## src/rtl/nand_pin_ctrl.sv

```systemverilog
module nand_pin_ctrl #(
  parameter int AW    = 6,
  parameter int DW    = 32,
  parameter int CNT_W = 12
) (
  input  logic          clk,
  input  logic          rst_n,
  input  logic          bus_req,
  input  logic          bus_we,
  input  logic          bus_word,
  input  logic [AW-1:0] bus_addr,
  input  logic [DW-1:0] bus_wdata,
  output logic [DW-1:0] bus_rdata,
  output logic          bus_ack,
  input  logic [7:0]    nand_dq_in,
  input  logic          nand_rdy,
  output logic [7:0]    nand_dq_out,
  output logic          nand_we,
  output logic          nand_re,
  output logic          nand_ce,
  output logic          nand_cle,
  output logic          nand_ale,
  output logic          nand_wp
);
  localparam logic [AW-1:0] A_LPLO = AW'(6'h00);
  localparam logic [AW-1:0] A_LPHI = AW'(6'h04);
  localparam logic [AW-1:0] A_COL  = AW'(6'h08);
  localparam logic [AW-1:0] A_CNT  = AW'(6'h0C);
  localparam logic [AW-1:0] A_CLR  = AW'(6'h10);
  localparam logic [AW-1:0] A_IO   = AW'(6'h14);
  localparam logic [AW-1:0] A_CTL  = AW'(6'h18);

  logic [7:0]       ctl, lp0, lp1, first_b;
  logic [5:0]       cp;
  logic [CNT_W-1:0] cnt;
  logic             second;
  logic [7:0]       lp_lo, lp_hi, dig;

  wire start  = bus_req && !second;
  wire hit_io = bus_addr == A_IO;
  wire rd_io  = start && !bus_we && hit_io;
  wire clr    = start && bus_we && bus_addr == A_CLR;
  wire ctl_wr = start && bus_we && bus_addr == A_CTL;

  assign nand_we     = start && bus_we && hit_io;
  assign nand_re     = rd_io || second;
  assign nand_dq_out = bus_wdata[7:0];
  assign nand_ce     = ctl[0] | ctl[4];
  assign nand_cle    = ctl[1];
  assign nand_ale    = ctl[2];
  assign nand_wp     = ctl[3];
  assign dig         = nand_we ? bus_wdata[7:0] : nand_dq_in;

  always_comb begin
    for (int k = 0; k < 4; k++) begin
      lp_lo[2*k]   = lp0[4+k];
      lp_lo[2*k+1] = lp1[4+k];
      lp_hi[2*k]   = lp0[k];
      lp_hi[2*k+1] = lp1[k];
    end
  end

  function automatic logic [5:0] col_of(input logic [7:0] b);
    return {^b[7:4], ^b[3:0], ^{b[7:6], b[3:2]}, ^{b[5:4], b[1:0]},
            ^{b[7], b[5], b[3], b[1]}, ^{b[6], b[4], b[2], b[0]}};
  endfunction

  always_ff @(posedge clk or negedge rst_n) begin
    if (!rst_n) begin
      ctl <= '0; cp <= '0; lp0 <= '0; lp1 <= '0; cnt <= '0;
      second <= 1'b0; first_b <= '0; bus_ack <= 1'b0; bus_rdata <= '0;
    end else begin
      if (ctl_wr) ctl <= bus_wdata[7:0] & 8'hDF;
      if (clr) begin
        cp <= '0; lp0 <= '0; lp1 <= '0; cnt <= '0;
      end else if (nand_re || nand_we) begin
        cp  <= cp ^ col_of(dig);
        cnt <= cnt + 1'b1;
        if (^dig) begin
          lp0 <= lp0 ^ ~cnt[7:0];
          lp1 <= lp1 ^ cnt[7:0];
        end
      end
      second  <= rd_io && bus_word;
      if (rd_io) first_b <= nand_dq_in;
      bus_ack <= (start && !(rd_io && bus_word)) || second;
      if (second)
        bus_rdata <= DW'({8'h00, nand_dq_in, 8'h00, first_b});
      else if (start && !bus_we) begin
        case (bus_addr)
          A_LPLO:  bus_rdata <= DW'(lp_lo);
          A_LPHI:  bus_rdata <= DW'(lp_hi);
          A_COL:   bus_rdata <= DW'(cp);
          A_CNT:   bus_rdata <= DW'(cnt[7:0]);
          A_IO:    bus_rdata <= DW'(nand_dq_in);
          A_CTL:   bus_rdata <= DW'(ctl | {2'b00, nand_rdy, 5'b0});
          default: bus_rdata <= '0;
        endcase
      end
    end
  end


  strobe_excl_chk: assert property (@(posedge clk) disable iff (!rst_n)
    !(nand_re && nand_we));

  cnt_step_chk: assert property (@(posedge clk) disable iff (!rst_n)
    (nand_re || nand_we) |=> cnt == $past(cnt) + 1'b1);

  clr_zero_chk: assert property (@(posedge clk) disable iff (!rst_n)
    clr |=> (cnt == '0 && cp == '0 && lp0 == '0 && lp1 == '0));

  ack_single_chk: assert property (@(posedge clk) disable iff (!rst_n)
    (start && !(rd_io && bus_word)) |=> bus_ack);

  word_second_chk: assert property (@(posedge clk) disable iff (!rst_n)
    second |=> (bus_ack && !second));

  ctl_busy_bit_chk: assert property (@(posedge clk) disable iff (!rst_n)
    ctl_wr |=> !ctl[5]);
endmodule

```

## config.mk

```make
export PLATFORM = sky130hd
export DESIGN_NAME = nand_pin_ctrl
export DESIGN_NICKNAME = d
export VERILOG_FILES = /design/src/rtl/nand_pin_ctrl.sv
export SDC_FILE = /design/constraint.sdc
export NUM_CORES = 1
export LEC_CHECK = 0
export BUFFER_PORTS_ARGS = -buffer_cell sky130_fd_sc_hd__buf_2
export CORE_MARGIN = 1.5
export CORE_UTILIZATION = 45
export CTS_CLUSTER_DIAMETER = 60
export DETAILED_ROUTE_END_ITERATION = 7
export PLACE_DENSITY = 0.7
export SLEW_MARGIN = 15
export SYNTH_ARGS = -nofsm -noshare
export SYNTH_HDL_FRONTEND = slang
export SYNTH_SLANG_ARGS = --single-unit
```

## constraint.sdc

```tcl
create_clock -name clk -period 3 [get_ports clk]
set_input_delay 0.3 -clock clk [delete_from_list [all_inputs] [get_ports clk]]
set_output_delay 0.3 -clock clk [all_outputs]
set_load 0.01 [all_outputs]
```

==> run metrics <==
combinational power share 16.7%; WP data required 2.70 ns; Cells after Synth 364; Post-synth top cells dfrtp_1 (63), nand2_1 (55), xnor2_1 (30); Int Pwr 1.79 mW; Placer Congestion 0.853; Routed WL 8260 µm; remaining global-route overflow 0; Switch Pwr 0.715 mW; crit path time final 2.40 ns; count leader, synth dfrtp_1; fin worst setup slack 0.603 ns; setup TNS 0 ns; Die Span X 91.7 µm; LEAKAGE 1.90 nW; Post-Route Skew 0.00725 ns; CP Cell Sequence buf_2 -> or4b_1 -> or3_1 -> inv_1 -> buf_2; slew at the pin closest to its max-slew limit 0.620 ns; core box area 7690 µm²; antenna violations before repair 0; share of post-route cells with drive strength above 1 23.5%; fin util 52.9%; Synth async-reset ratio 100%; Worst path most repeated cell buf_2; sequential fraction of the synthesis area 44.6%; Clock Latency Late Sink 0.34 ns; cells taking the most area after synthesis dfrtp_1 (45%), xnor2_1 (7.4%), nand2_1 (5.8%), buf_4 (5.1%), mux2_2 (4.8%); hold crit path type in2async; WL/cell 15.8 µm; failing checks negative hold slack; clock buffer depth 2; CP max stage delay 0.66 ns; max_slew headroom 58.7%; top cell type's share of synthesized area 44.6%; Die ar. 8400 µm²; Synth Flop Type dfrtp_1; Synth cell types 38; Synth area leader dfrtp_1; # nets final 469; number of max-cap violations 0; vias 2893; Pwr Density 616 nW/µm²; Die Ht 91.7 µm; # setup viols final 0; port bufs 58; global-route met1 utilization 29.9%; Max Clk Rate 417 MHz; Routed Antenna Nets 0; CP max FO 12; Yosys Warn Count 0; Layout area overhead 15.0%; Yosys reg bits 63; grt met2 use 31.7%; drt pass-1 iters 4; crit-path leading delay family simple AND/OR/NAND/NOR gates; grt met3 use 4.73%; Post-synth EDFFs 0; CP endpoint kind primary output; Initial DRC Count 233; arrival time worst endpoint 2.10 ns; switching part of the total power 28.5%; max-slew violation count 0; CP max stage cell or4b_1; period utilisation layout 79.9%; Rows 32; CTS Root Cell clkbuf_8; Fin. Hold Viols 48; clock network power share 35.8%; Global Route Usage Sum 21.3%; number of global-route vias before repair 2730; clock tree from TritonCTS built; largest vdd supply drop 0.330 mV; CTS resizes 0; Flop pwr share 47.5%; first-pass GRT wire length 13900 µm; worst setup path class in2out; GR peak layer met2; Synth Cell Area 3540 µm²; Clock Sinks 63; via/cell ratio 5.53; syn avg cell area 9.72 µm²; power consumption 2.51 mW; Initial Util 46.0%; DP HPWL 5940 µm; IO Pins 99; Setup Buffers After CTS 0; Buf/Inv on CP 3; Setup WS pre-CTS 0.373 ns; outcome complete, but fails checks; Reg clk slew, reported paths 0.07 ns; Inserted Clock Buffers 9; # hold bufs at CTS 0; # diodes 0; DRC Markers 0; largest net degree at the start of global routing 50; RSZ-0062 raised after global routing no; CP Launch Type input pin; H-tree Lvls 3; worst hold slack -0.0309 ns
-- cell type report --
class | instances | area, µm²
clock buffers | 13 | 149
fillers | 707 | 3620
clock inverters | 3 | 90.1
repair buffers | 68 | 368
flip-flops and latches | 63 | 1580
inverters | 11 | 41.3
well taps | 102 | 128
multi-input cells | 263 | 1720
-- sequential cells by signal, indices dropped and copies added, names as in the netlist --
| name | cells |
|---|---|
| bus_rdata | 16 |
| cnt | 8 |
| first_b | 8 |
| lp0 | 8 |
| lp1 | 8 |
| ctl | 7 |
| cp | 6 |
| bus_ack | 1 |
| second | 1 |
-- power by group through the flow --
stage	clock network, mW	registers, mW	logic, mW
final	0.898	1.19	0.418
after global routing	0.949	1.21	0.480
after CTS	0.911	1.19	0.421
after detailed placement	0	1.20	0.416
after global placement	0	1.19	0.403
after floorplan	0	1.15	0.321
-- worst register-to-register path, delay by kind of cell, from the launching register on --
kind	cells	cell delay [ns]
and+or+nand+nor	4	1.31
DFF	1	0.50
AOI/OAI and AO/OA	1	0.39
-- path summary, 6_finish.rpt --
kind / start / to / slack [ns] / cells after the start
worst max-delay path: bus_addr[1] / nand_we / 0.60 / 5
worst min register to register: bus_rdata[3]$_DFFE_PN0P_ / bus_rdata[3]$_DFFE_PN0P_ / 0.47 / 1
worst min-delay path: rst_n / lp1[3]$_DFFE_PN0P_ / -0.03 / 1
max in group asynchronous: rst_n / lp0[1]$_DFFE_PN0P_ / 2.35 / 2
worst max register to register: second$_DFF_PN0_ / lp0[1]$_DFFE_PN0P_ / 0.74 / 5
min in group clk: bus_word / second$_DFF_PN0_ / 0.24 / 2
-- kinds of logic after synthesis --
family	synth area share (%)
and+or+nand+nor	15.7
DFF	44.6
buffers and inverters	8.70
muxes	4.78
AOI/OAI and AO/OA	15.1
adders and majority gates	0.354
xor gates and xnor gates	10.6
other	0.106
-- metal layers --
layer  vias up  share of wire [%]
met1      1380                 46
met3        18                6.5
li1       1379                  -
met5         -                  0
met2       116                 45
met4         0                2.6
-- through the flow --
stage / instances / area (µm²)
after CTS: 523 / 4070
after detailed placement: 507 / 3830
after floorplan: 379 / 3590
after global routing: 523 / 4070
final: 523 / 4070
after global placement: 507 / 3830
-- cells in the final DEF (no fill, tap or decap), drive strengths merged, types with 3 or more instances in the layout --
cell | Yosys | routed
mux2 | 15 | 15
clkbuf | 13 | 13
and3 | 3 | 3
nand2 | 55 | 55
a21o | 6 | 6
dfrtp | 63 | 63
a31oi | 8 | 8
conb | 1 | 16
xnor2 | 30 | 30
nor2 | 19 | 19
or4 | 18 | 18
buf | 29 | 68
inv | 11 | 11
a22oi | 4 | 4
a21oi | 7 | 7
nand3 | 4 | 4
a222oi | 6 | 6
xor2 | 13 | 13
bufinv | 0 | 3
nor3 | 4 | 4
o211ai | 21 | 21
o21ai | 10 | 10
a221oi | 6 | 6
Power figures use the tool's default switching activity.
